**config.mk**
```make
export PLATFORM = sky130hd
export DESIGN_NAME = dfp_data_group_classifier
export DESIGN_NICKNAME = d
export VERILOG_FILES = /design/src/rtl/dfp_dg_pkg.sv /design/src/rtl/dfp_declet_dec.sv /design/src/rtl/dfp_operand_unpack.sv /design/src/rtl/dfp_group_classify.sv /design/src/rtl/dfp_data_group_classifier.sv
export SDC_FILE = /design/constraint.sdc
export NUM_CORES = 1
export LEC_CHECK = 0
export BUFFER_PORTS_ARGS = -buffer_cell sky130_fd_sc_hd__buf_2
export CAP_MARGIN = 20
export CORE_AREA = 2 2 64 66
export CTS_CLUSTER_DIAMETER = 150
export CTS_CLUSTER_SIZE = 10
export DETAILED_ROUTE_END_ITERATION = 6
export DIE_AREA = 0 0 66 68
export PLACE_DENSITY_LB_ADDON = 0.12
export SYNTH_ARGS = -nofsm -noshare
export SYNTH_HDL_FRONTEND = slang
export SYNTH_SLANG_ARGS = --single-unit
```
**constraint.sdc**
```tcl
create_clock -name clk_i -period 1.1 [get_ports clk_i]
set_input_delay 0 -clock clk_i [delete_from_list [all_inputs] [get_ports clk_i]]
set_output_delay 0 -clock clk_i [all_outputs]
set_load 0.02 [all_outputs]
```
**src/rtl/dfp_dg_pkg.sv**
```systemverilog
package dfp_dg_pkg;

  // one flag per data group; field order gives the mask bit position (5..0)
  typedef struct packed {
    logic zero_ord;
    logic zero_ext;
    logic sub_or_ext;
    logic norm_short;
    logic norm_full;
    logic special;
  } grp_t;

  function automatic int ecb_bits(input int w);
    return w / 16 + 4;
  endfunction

  function automatic int trail_bits(input int w);
    return w - 6 - ecb_bits(w);
  endfunction

  function automatic int n_declets(input int w);
    return trail_bits(w) / 10;
  endfunction

  function automatic int n_digits(input int w);
    return 3 * n_declets(w) + 1;
  endfunction

  function automatic int bexp_bits(input int w);
    return ecb_bits(w) + 2;
  endfunction

  function automatic int bexp_max(input int w);
    return 3 * (2 ** ecb_bits(w)) - 1;
  endfunction

endpackage

```
**src/rtl/dfp_declet_dec.sv**
```systemverilog
module dfp_declet_dec (
  input  logic [9:0] declet_i,
  output logic [3:0] dig_hi_o,
  output logic [3:0] dig_mid_o,
  output logic [3:0] dig_lo_o
);
  logic [9:0] d;
  assign d = declet_i;

  always_comb begin
    dig_hi_o  = {1'b0, d[9:7]};
    dig_mid_o = {1'b0, d[6:4]};
    dig_lo_o  = {1'b0, d[2:0]};
    if (d[3]) begin
      unique case (d[2:1])
        2'b00: dig_lo_o = {3'b100, d[0]};
        2'b01: begin
          dig_mid_o = {3'b100, d[4]};
          dig_lo_o  = {1'b0, d[6:5], d[0]};
        end
        2'b10: begin
          dig_hi_o = {3'b100, d[7]};
          dig_lo_o = {1'b0, d[9:8], d[0]};
        end
        default: begin
          unique case (d[6:5])
            2'b00: begin
              dig_hi_o  = {3'b100, d[7]};
              dig_mid_o = {3'b100, d[4]};
              dig_lo_o  = {1'b0, d[9:8], d[0]};
            end
            2'b01: begin
              dig_hi_o  = {3'b100, d[7]};
              dig_mid_o = {1'b0, d[9:8], d[4]};
              dig_lo_o  = {3'b100, d[0]};
            end
            2'b10: begin
              dig_mid_o = {3'b100, d[4]};
              dig_lo_o  = {3'b100, d[0]};
            end
            default: begin
              dig_hi_o  = {3'b100, d[7]};
              dig_mid_o = {3'b100, d[4]};
              dig_lo_o  = {3'b100, d[0]};
            end
          endcase
        end
      endcase
    end
  end
endmodule

```
**src/rtl/dfp_operand_unpack.sv**
```systemverilog
module dfp_operand_unpack #(
  parameter int OP_W = 64
) (
  input  logic [OP_W-1:0]                                  operand_i,
  output logic                                             special_o,
  output logic                                             coef_zero_o,
  output logic [dfp_dg_pkg::bexp_bits(OP_W)-1:0]           bexp_o,
  output logic [3:0]                                       lead_o,
  output logic [$clog2(dfp_dg_pkg::n_digits(OP_W)+1)-1:0]  digit_cnt_o
);
  localparam int ECB    = dfp_dg_pkg::ecb_bits(OP_W);
  localparam int TRAIL  = dfp_dg_pkg::trail_bits(OP_W);
  localparam int NDEC   = dfp_dg_pkg::n_declets(OP_W);
  localparam int NDIG   = dfp_dg_pkg::n_digits(OP_W);
  localparam int CNT_W  = $clog2(NDIG + 1);

  logic [4:0]       comb_f;
  logic [ECB-1:0]   cont_f;
  logic [TRAIL-1:0] trail_f;
  logic [1:0]       exp_msb;
  logic [3:0]       digits [NDIG];

  assign comb_f  = operand_i[OP_W-2 -: 5];
  assign cont_f  = operand_i[OP_W-7 -: ECB];
  assign trail_f = operand_i[TRAIL-1:0];

  assign special_o = (comb_f[4:1] == 4'b1111);

  // leading digit 8/9 moves the exponent MSBs down by two bits
  always_comb begin
    if (comb_f[4:3] == 2'b11) begin
      exp_msb = comb_f[2:1];
      lead_o  = {3'b100, comb_f[0]};
    end else begin
      exp_msb = comb_f[4:3];
      lead_o  = {1'b0, comb_f[2:0]};
    end
  end

  assign bexp_o = {exp_msb, cont_f};

  for (genvar g = 0; g < NDEC; g++) begin : g_declet
    dfp_declet_dec i_dec (
      .declet_i  (trail_f[10*g +: 10]),
      .dig_hi_o  (digits[3*g+2]),
      .dig_mid_o (digits[3*g+1]),
      .dig_lo_o  (digits[3*g])
    );
  end
  assign digits[NDIG-1] = lead_o;

  // no declet decodes to 000 except all-zero bits
  assign coef_zero_o = (trail_f == '0) && (lead_o == 4'd0);

  always_comb begin
    digit_cnt_o = '0;
    for (int i = 0; i < NDIG; i++) begin
      if (digits[i] != 4'd0) digit_cnt_o = CNT_W'(i + 1);
    end
  end
endmodule

```
**src/rtl/dfp_group_classify.sv**
```systemverilog
module dfp_group_classify #(
  parameter int OP_W = 64
) (
  input  logic                                             special_i,
  input  logic                                             coef_zero_i,
  input  logic [dfp_dg_pkg::bexp_bits(OP_W)-1:0]           bexp_i,
  input  logic [3:0]                                       lead_i,
  input  logic [$clog2(dfp_dg_pkg::n_digits(OP_W)+1)-1:0]  digit_cnt_i,
  output dfp_dg_pkg::grp_t                                 grp_o
);
  localparam int BEXP_W = dfp_dg_pkg::bexp_bits(OP_W);
  localparam int NDIG   = dfp_dg_pkg::n_digits(OP_W);
  localparam logic [BEXP_W-1:0] BEXP_MAX = BEXP_W'(dfp_dg_pkg::bexp_max(OP_W));

  logic            extreme, finite, is_zero, is_sub, is_norm;
  logic [BEXP_W:0] adj_sum;

  assign extreme = (bexp_i == '0) || (bexp_i == BEXP_MAX);
  assign finite  = !special_i;
  assign is_zero = finite && coef_zero_i;

  // exp + digits - 1 < emin  <=>  biased exp + digits < NDIG
  assign adj_sum = {1'b0, bexp_i} + (BEXP_W+1)'(digit_cnt_i);
  assign is_sub  = finite && !coef_zero_i && (adj_sum < (BEXP_W+1)'(NDIG));
  assign is_norm = finite && !coef_zero_i && !is_sub;

  always_comb begin
    grp_o.zero_ord   = is_zero && !extreme;
    grp_o.zero_ext   = is_zero && extreme;
    grp_o.sub_or_ext = is_sub || (is_norm && extreme);
    grp_o.norm_short = is_norm && !extreme && (lead_i == 4'd0);
    grp_o.norm_full  = is_norm && !extreme && (lead_i != 4'd0);
    grp_o.special    = special_i;
  end
endmodule

```
**src/rtl/dfp_data_group_classifier.sv**
```systemverilog
module dfp_data_group_classifier #(
  parameter int OP_W = 64
) (
  input  logic            clk_i,
  input  logic            rst_ni,
  input  logic            valid_i,
  input  logic [OP_W-1:0] operand_i,
  input  logic [5:0]      mask_i,
  output logic            valid_o,
  output logic [3:0]      result_o,
  output logic [3:0]      fpcc_o
);
  localparam int BEXP_W = dfp_dg_pkg::bexp_bits(OP_W);
  localparam int NDIG   = dfp_dg_pkg::n_digits(OP_W);
  localparam int CNT_W  = $clog2(NDIG + 1);

  logic              special, coef_zero, match;
  logic [BEXP_W-1:0] bexp;
  logic [3:0]        lead;
  logic [CNT_W-1:0]  digit_cnt;
  dfp_dg_pkg::grp_t  grp;
  logic              valid_q;
  logic [3:0]        result_q;

  dfp_operand_unpack #(.OP_W(OP_W)) i_unpack (
    .operand_i   (operand_i),
    .special_o   (special),
    .coef_zero_o (coef_zero),
    .bexp_o      (bexp),
    .lead_o      (lead),
    .digit_cnt_o (digit_cnt)
  );

  dfp_group_classify #(.OP_W(OP_W)) i_classify (
    .special_i   (special),
    .coef_zero_i (coef_zero),
    .bexp_i      (bexp),
    .lead_i      (lead),
    .digit_cnt_i (digit_cnt),
    .grp_o       (grp)
  );

  assign match = |(grp & mask_i);

  // R1 reset clears code; R2 load only on request
  always_ff @(posedge clk_i or negedge rst_ni) begin
    if (!rst_ni) begin
      valid_q  <= 1'b0;
      result_q <= 4'b0000;
    end else begin
      valid_q <= valid_i;
      if (valid_i) result_q <= {operand_i[OP_W-1], 1'b0, match, 1'b0};
    end
  end

  assign valid_o  = valid_q;
  assign result_o = result_q;
  assign fpcc_o   = result_q;

  p_valid_pulse_r2: assert property (@(posedge clk_i) disable iff (!rst_ni)
    valid_i |=> valid_o);
  p_valid_idle_r2: assert property (@(posedge clk_i) disable iff (!rst_ni)
    !valid_i |=> !valid_o);
  p_hold_r2: assert property (@(posedge clk_i) disable iff (!rst_ni)
    !valid_i |=> $stable(result_o));
  p_sign_bit_r3: assert property (@(posedge clk_i) disable iff (!rst_ni)
    valid_i |=> (result_o[3] == $past(operand_i[OP_W-1])));
  p_one_group_r7: assert property (@(posedge clk_i) disable iff (!rst_ni)
    $countones(grp) == 1);
  p_special_field_r10: assert property (@(posedge clk_i) disable iff (!rst_ni)
    (operand_i[OP_W-2 -: 4] == 4'hF) |-> (grp.special && !grp.zero_ord && !grp.norm_full));
  p_zero_count_r11: assert property (@(posedge clk_i) disable iff (!rst_ni)
    coef_zero == (digit_cnt == '0));
  p_empty_mask_r13: assert property (@(posedge clk_i) disable iff (!rst_ni)
    (valid_i && mask_i == 6'd0) |=> !result_o[1]);
endmodule

```
== After elaboration in Yosys (flattened, before gate mapping) ==
Index checks and enable logic that the tools add are counted.
Cells by class
  equality and inequality tests: 23
  multiplexer cells: 63
  reductions and logical operators: 57
  $lt $le $gt $ge: 1
  bitwise gates (word level): 1
  add/sub/neg operators: 1
Operators by type and width (number)
  4-bit two-way mux: 39
  4-bit case mux with 2 select lines: 10
  4-bit nonzero test: 16
  4-bit case mux with 3 select lines: 5
  50-bit logical NOT: 1
  2-bit equality test (second input constant): 11
  2-bit by 1-bit equality test with 1-bit output (second input constant): 10
  2-bit logical NOT: 10
  2-bit OR reduction: 10
  3-bit two-way mux: 4
  10-bit by 5-bit adder with 11-bit output: 1
  1-bit logical AND: 11
  11-bit by 5-bit < comparator with 1-bit output (second input constant): 1
  10-bit equality test (second input constant): 1
  10-bit logical NOT: 1
  6-bit AND: 1
  2-bit two-way mux: 3
  6-bit OR reduction: 1
  5-bit two-way mux: 1
  4-bit equality test (second input constant): 1
  1-bit logical NOT: 4
  4-bit logical NOT: 1
  1-bit logical OR: 2
  1-bit two-way mux: 1
Word-level totals
  output and inout bits: 9
  input port bits: 73
  logic and storage cells: 148
  flip-flop bits (word level): 3

== Depth between registers and ports, before layout ==
  depth after elaboration: 30
  gate-level depth with buffers: 16
  mapped depth without buffers: 16

== Hierarchy ==
From an unflattened synthesis, not the netlist that was laid out.
Unflattened totals
  cells, all modules: 260
  area, all modules: 1757.9 um^2
Modules (own cells, without submodules)
  dfp_declet_dec: times used 5, cells each 28, area an instance 163.9 um^2, sequential area each 0.0 um^2
  dfp_operand_unpack: times used 1, cells each 79, area an instance 544.3 um^2, sequential area each 0.0 um^2
  dfp_group_classify: times used 1, cells each 25, area an instance 220.2 um^2, sequential area each 0.0 um^2
  dfp_data_group_classifier: times used 1, cells each 16, area an instance 173.9 um^2, sequential area each 75.1 um^2

== Worst setup path before layout ==
OpenSTA, ideal clock, no wires.
  path type: input port to flip-flop
  start: input port operand_i[47]
  end: register result_q[1], in the netlist fpcc_o[1]
  data required time: 1.005 ns
  path buffers: 0
  path slack: -1.887 ns
  library setup time: 0.095 ns
  arrival time: 2.892 ns
  cell stages on the path: 13
  cell sequence: or3_1 a31o_1 nor4_1 a21oi_1 ha_1 o21a_1 o21ai_0 or3_1 a21o_1 a21oi_1 mux2i_1 o311a_1 o31ai_1
On the way
  cells in the longest elaborated chain, start to end: 15
  elaborated cells between the ends (all ways): 25
  those cells by class: add/sub (1); order compare (1); mux (5); bitwise (1); reduce/logical (17)
Ends and longest elaborated chain
  start: declaration: line dfp_data_group_classifier.sv:7  | input logic [OP_W-1:0] operand_i,
  4-bit two-way mux: line dfp_declet_dec.sv:26  | unique case (d[6:5])
  4-bit case mux with 2 select lines: line dfp_declet_dec.sv:15  | unique case (d[2:1])
  4-bit two-way mux: line dfp_declet_dec.sv:14  | if (d[3]) begin
  4-bit nonzero test: line dfp_operand_unpack.sv:58  | if (digits[i] != 4'd0) digit_cnt_o = CNT_W'(i + 1);
  4-bit two-way mux: line dfp_operand_unpack.sv:58
  5-bit two-way mux: line dfp_operand_unpack.sv:58
  10-bit by 5-bit adder with 11-bit output: line dfp_group_classify.sv:23  | assign adj_sum = {1'b0, bexp_i} + (BEXP_W+1)'(digit_cnt_i);
  11-bit by 5-bit < comparator with 1-bit output: line dfp_group_classify.sv:24  | assign is_sub = finite && !coef_zero_i && (adj_sum < (BEXP_W+1)'(NDIG));
  1-bit logical AND: line dfp_group_classify.sv:24
  1-bit logical NOT: line dfp_group_classify.sv:25  | assign is_norm = finite && !coef_zero_i && !is_sub;
  1-bit logical AND: line dfp_group_classify.sv:25
  1-bit logical AND, on equally long branches: line dfp_group_classify.sv:31, dfp_group_classify.sv:32, dfp_group_classify.sv:30
  1-bit logical AND (tied with other cells): line dfp_group_classify.sv:32  | grp_o.norm_full = is_norm && !extreme && (lead_i != 4'd0);
  6-bit AND *: line dfp_data_group_classifier.sv:43  | assign match = |(grp & mask_i);
  6-bit OR reduction *: line dfp_data_group_classifier.sv:43
  end signal: assignment: line dfp_data_group_classifier.sv:52  | if (valid_i) result_q <= {operand_i[OP_W-1], 1'b0, match, 1'b0};
  end: declaration: line dfp_data_group_classifier.sv:23  | logic [3:0] result_q;
Mark *: on every way between the ends. The rest lies on a longest branch, timed or not.
A chain may end at the register's enable or synchronous reset.

== Worst setup path in the final report ==
  start: input port operand_i[30]
  end: register result_q[1], in the netlist fpcc_o[1]
On the way
  cells in the longest elaborated chain, start to end: 20
  elaborated cells between the ends (all ways): 30
  those cells by class: add/sub (1); order compare (1); mux (10); bitwise (1); reduce/logical (17)
Ends and longest elaborated chain (line)
  4-bit two-way mux: dfp_declet_dec.sv:26
  4-bit case mux with 3 select lines: dfp_declet_dec.sv:15
  4-bit two-way mux: dfp_declet_dec.sv:14
  4-bit nonzero test: dfp_operand_unpack.sv:58
  4-bit two-way mux (6 in series): dfp_operand_unpack.sv:58
  5-bit two-way mux: dfp_operand_unpack.sv:58
  10-bit by 5-bit adder with 11-bit output: dfp_group_classify.sv:23
  11-bit by 5-bit < comparator with 1-bit output: dfp_group_classify.sv:24
  1-bit logical AND: dfp_group_classify.sv:24
  1-bit logical NOT: dfp_group_classify.sv:25
  1-bit logical AND: dfp_group_classify.sv:25
  1-bit logical AND, on equally long branches: dfp_group_classify.sv:31, dfp_group_classify.sv:32, dfp_group_classify.sv:30
  1-bit logical AND (tied with other cells): dfp_group_classify.sv:32
  6-bit AND *: dfp_data_group_classifier.sv:43
  6-bit OR reduction *: dfp_data_group_classifier.sv:43
Marked as above.

==> flow_summary.toml <==
[cells_and_area]
stdcell_count = 446
drive_above_1_share_pct = 53.3
nets = 474
area_delta_synth_final_pct = 92.9
fillers = 325
utilization_pct = 73.2
finish.instance_area_um2 = 2820
num_antenna_cells = 0

[critical_path]
crit_buf_inv = 2
crit_required_ps = 1220
ff2ff_path_depth = 2
cpLargestDelayFamily = "compound AO/OA/AOI/OAI gates"
crit_slowest_cell = "or3_4"
cp_cell_sequence = "buf_6 > or3_1 > o32a_1 > a21oi_2 > nand3b_1 > nor2_2 > buf_4 > a21oi_2 > ha_1 > o21a_1 > o21ai_2 > or3_4 > a21o_1 > a21oi_2 > mux2i_1 > o311a_1 > o31ai_2"
startpoint_type = "input pin"
critPathArrivalTime_ps = 3210
cpPeakStageDelay_ps = 390
path_max_fanout = 3
cp_common_cell = "a21oi_2"
cp-end-kind = "flip-flop"
path_class = "in2reg"
cp.depth = 17

[global_routing]
grt_use_met3_pct = 2.96
grt_max_degree = 8
busiest_layer = "met2"
grt_usage_pct = 25.5
overflow = 0
use_met1_pct = 30.7
antenna_found_initial = 0
grt_pass1_wl_um = 9230
first_global_vias = 2258
gr-usage-met2_pct = 48.4

[logic_synthesis]
synth_most_common_cell = "nor2_1"
synth_cells = 220
yosysTopAreaCell = "nor2_1"
synth_top_area_share_pct = 5.64
synthArstFlopShare_pct = 100
postSynthAreaPerCell_um2 = 6.65
synth_warnings = 0
yosysUniqueCellTypes = 65
synth_seq_area_share_pct = 5.13
synth_edf_count = 0
synth_common_cells = "nor2_1, nand2_1, a21oi_1, o21ai_0, or3_1"
synth_seq_cells = 3
synth_flop_cell = "dfrtp_1"
syn_area_um2 = 1460
synth_area_leaders = "nor2_1, a21oi_1, dfrtp_1, nand2_1, or3_1"

[power_and_ir_drop]
power_mw = 1.39
switchingPower_mw = 0.516
ir_worst_vdd_v = 0.000930
seqPwrFrac_pct = 9.3
power-per-cell-area_nw_per_um2 = 490
p_sw_share_pct = 37.2
power.leakage_nw = 1.34
clock_power_share_pct = 22.4
comb_power_share_pct = 68.2
intPower_mw = 0.869

[placed_design]
io_buffers = 77
place_inst = 426
hpwlAfterDp_um = 4640
gp_congestion = 0.900
pre_cts_slack_ps = -2200
dpl_cell_area_um2 = 2520

[sta]
max_slew_margin_pct = 63.6
timing.hold.ws_ps = 23.3
fmax_ghz = 0.324
hold_viol_final = 0
finalMaxSlewViolations = 0
worst_pin_slew_ps = 543
setup_viol = 1
fin_crit_ps = 3090
rsz0062_at_grt = "true"
setup_tns_ps = -1990
skew_ps = 0
fin_ws_ps = -1990
timing.final.crit_share_pct = 281

[floorplan]
num_rows = 23
ios = 82
die_x_um = 66
core_area_um2 = 3860
die_h_um = 68
dieArea_um2 = 4490
initial_core_util_pct = 38.0

[clocking]
clockBufferDepth = 2
cts_tree = "yes"
clock-sinks = 3
cts_root_buffer = "clkbuf_8"
clock_latency_ps = 210
cts.clk_slew.worst_paths_ps = 30
cts_buffers = 3
h-tree-depth = 1

[drt]
drtAntennaViolNets = 0
drc = 0
via_per_inst = 5.42
post_drt_wl_per_cell_um = 13.3
vias = 2416
wl_um = 5950
drt_iter0_markers = 129
first_pass_iters = 4

[run_status]
violations = "negative setup slack"
status = "complete, but fails checks"

[hold_path]
whs_path_depth = 2
hold_path_class = "in2reg"

[job]
drv_cap = 0
[metal layers]
layer,share of wire (%),up-vias
li1,-,1223
met1,43,1103
met2,50,73
met3,5.4,17
met4,1.9,0
met5,0,-
[path summary, 6_finish.rpt]
path	end	slack, ps	start
min in group asynchronous	valid_o$_DFF_PN0_	110	rst_ni
worst max register to register	fpcc_o[1]$_DFFE_PN0P_	270	fpcc_o[1]$_DFFE_PN0P_
worst min-delay path	fpcc_o[3]$_DFFE_PN0P_	20	operand_i[63]
worst min register to register	fpcc_o[3]$_DFFE_PN0P_	560	fpcc_o[3]$_DFFE_PN0P_
max in group asynchronous	fpcc_o[3]$_DFFE_PN0P_	880	rst_ni
worst max-delay path	fpcc_o[1]$_DFFE_PN0P_	-1990	operand_i[30]
[cell usage in the layout, fill, tap and decap left out, types with 4 or more instances in the layout]
cell and n:
nand2_1 20, nand3b_1 4, buf_2 76, nand4_1 5, and3_1 6, inv_1 8, nor3_1 7, o21ai_1 4
nor4_1 5, or3_1 9, a21o_1 4, nor2_1 19, mux2i_1 4, buf_4 97, a21oi_1 11, a21oi_2 4
conb_1 4, a31oi_1 6, o21ai_0 9
[registers in the layout (all words and copies together), names as in the netlist]
| name | cells |
|---|---|
| fpcc_o | 2 |
| valid_o | 1 |
[area by class of cell]
cell class                 instances  area [um2]  area share [%]
multi-input combinational        205        1470            52.1
timing repair buffer             176        1140            40.4
sequential                         3        75.1            2.66
tap                               50        62.6            2.22
clock buffer                       4        45.0            1.60
inverter                           8        30.0            1.06
[power by group through the flow]
stage | Combinational, mW | Clock (mW) | Sequential, mW
floorplan | 0.327 | 0 | 0.143
global placement | 0.805 | 0 | 0.129
detailed placement | 0.818 | 0 | 0.129
CTS | 0.870 | 0.317 | 0.128
global route | 1.03 | 0.340 | 0.131
finish | 0.945 | 0.311 | 0.129
[what timing repair did]
action	4_1_cts	5_1_grt
pin swaps	9	16
resized for setup	7	20
hold buffers	2	0
endpoints found under the setup margin	1	1
gates cloned	0	0
buffers inserted	10	4
hold endpoints to repair	4	0
[cells by family (layout without fill, tap and decap cells)]
family | Yosys count | in the layout | synth area share (%)
AO/OA/AOI/OAI | 75 | 75 | 36.7
XOR/XNOR | 1 | 1 | 0.598
adder cells (fa/ha/maj) | 4 | 4 | 3.42
buffers and inverters | 15 | 188 | 5.38
flip-flops | 3 | 3 | 5.13
multiplexers | 5 | 5 | 3.50
other | 1 | 4 | 0.256
AND/OR/NAND/NOR | 116 | 116 | 45.0
(Power assumes the default switching activity.)
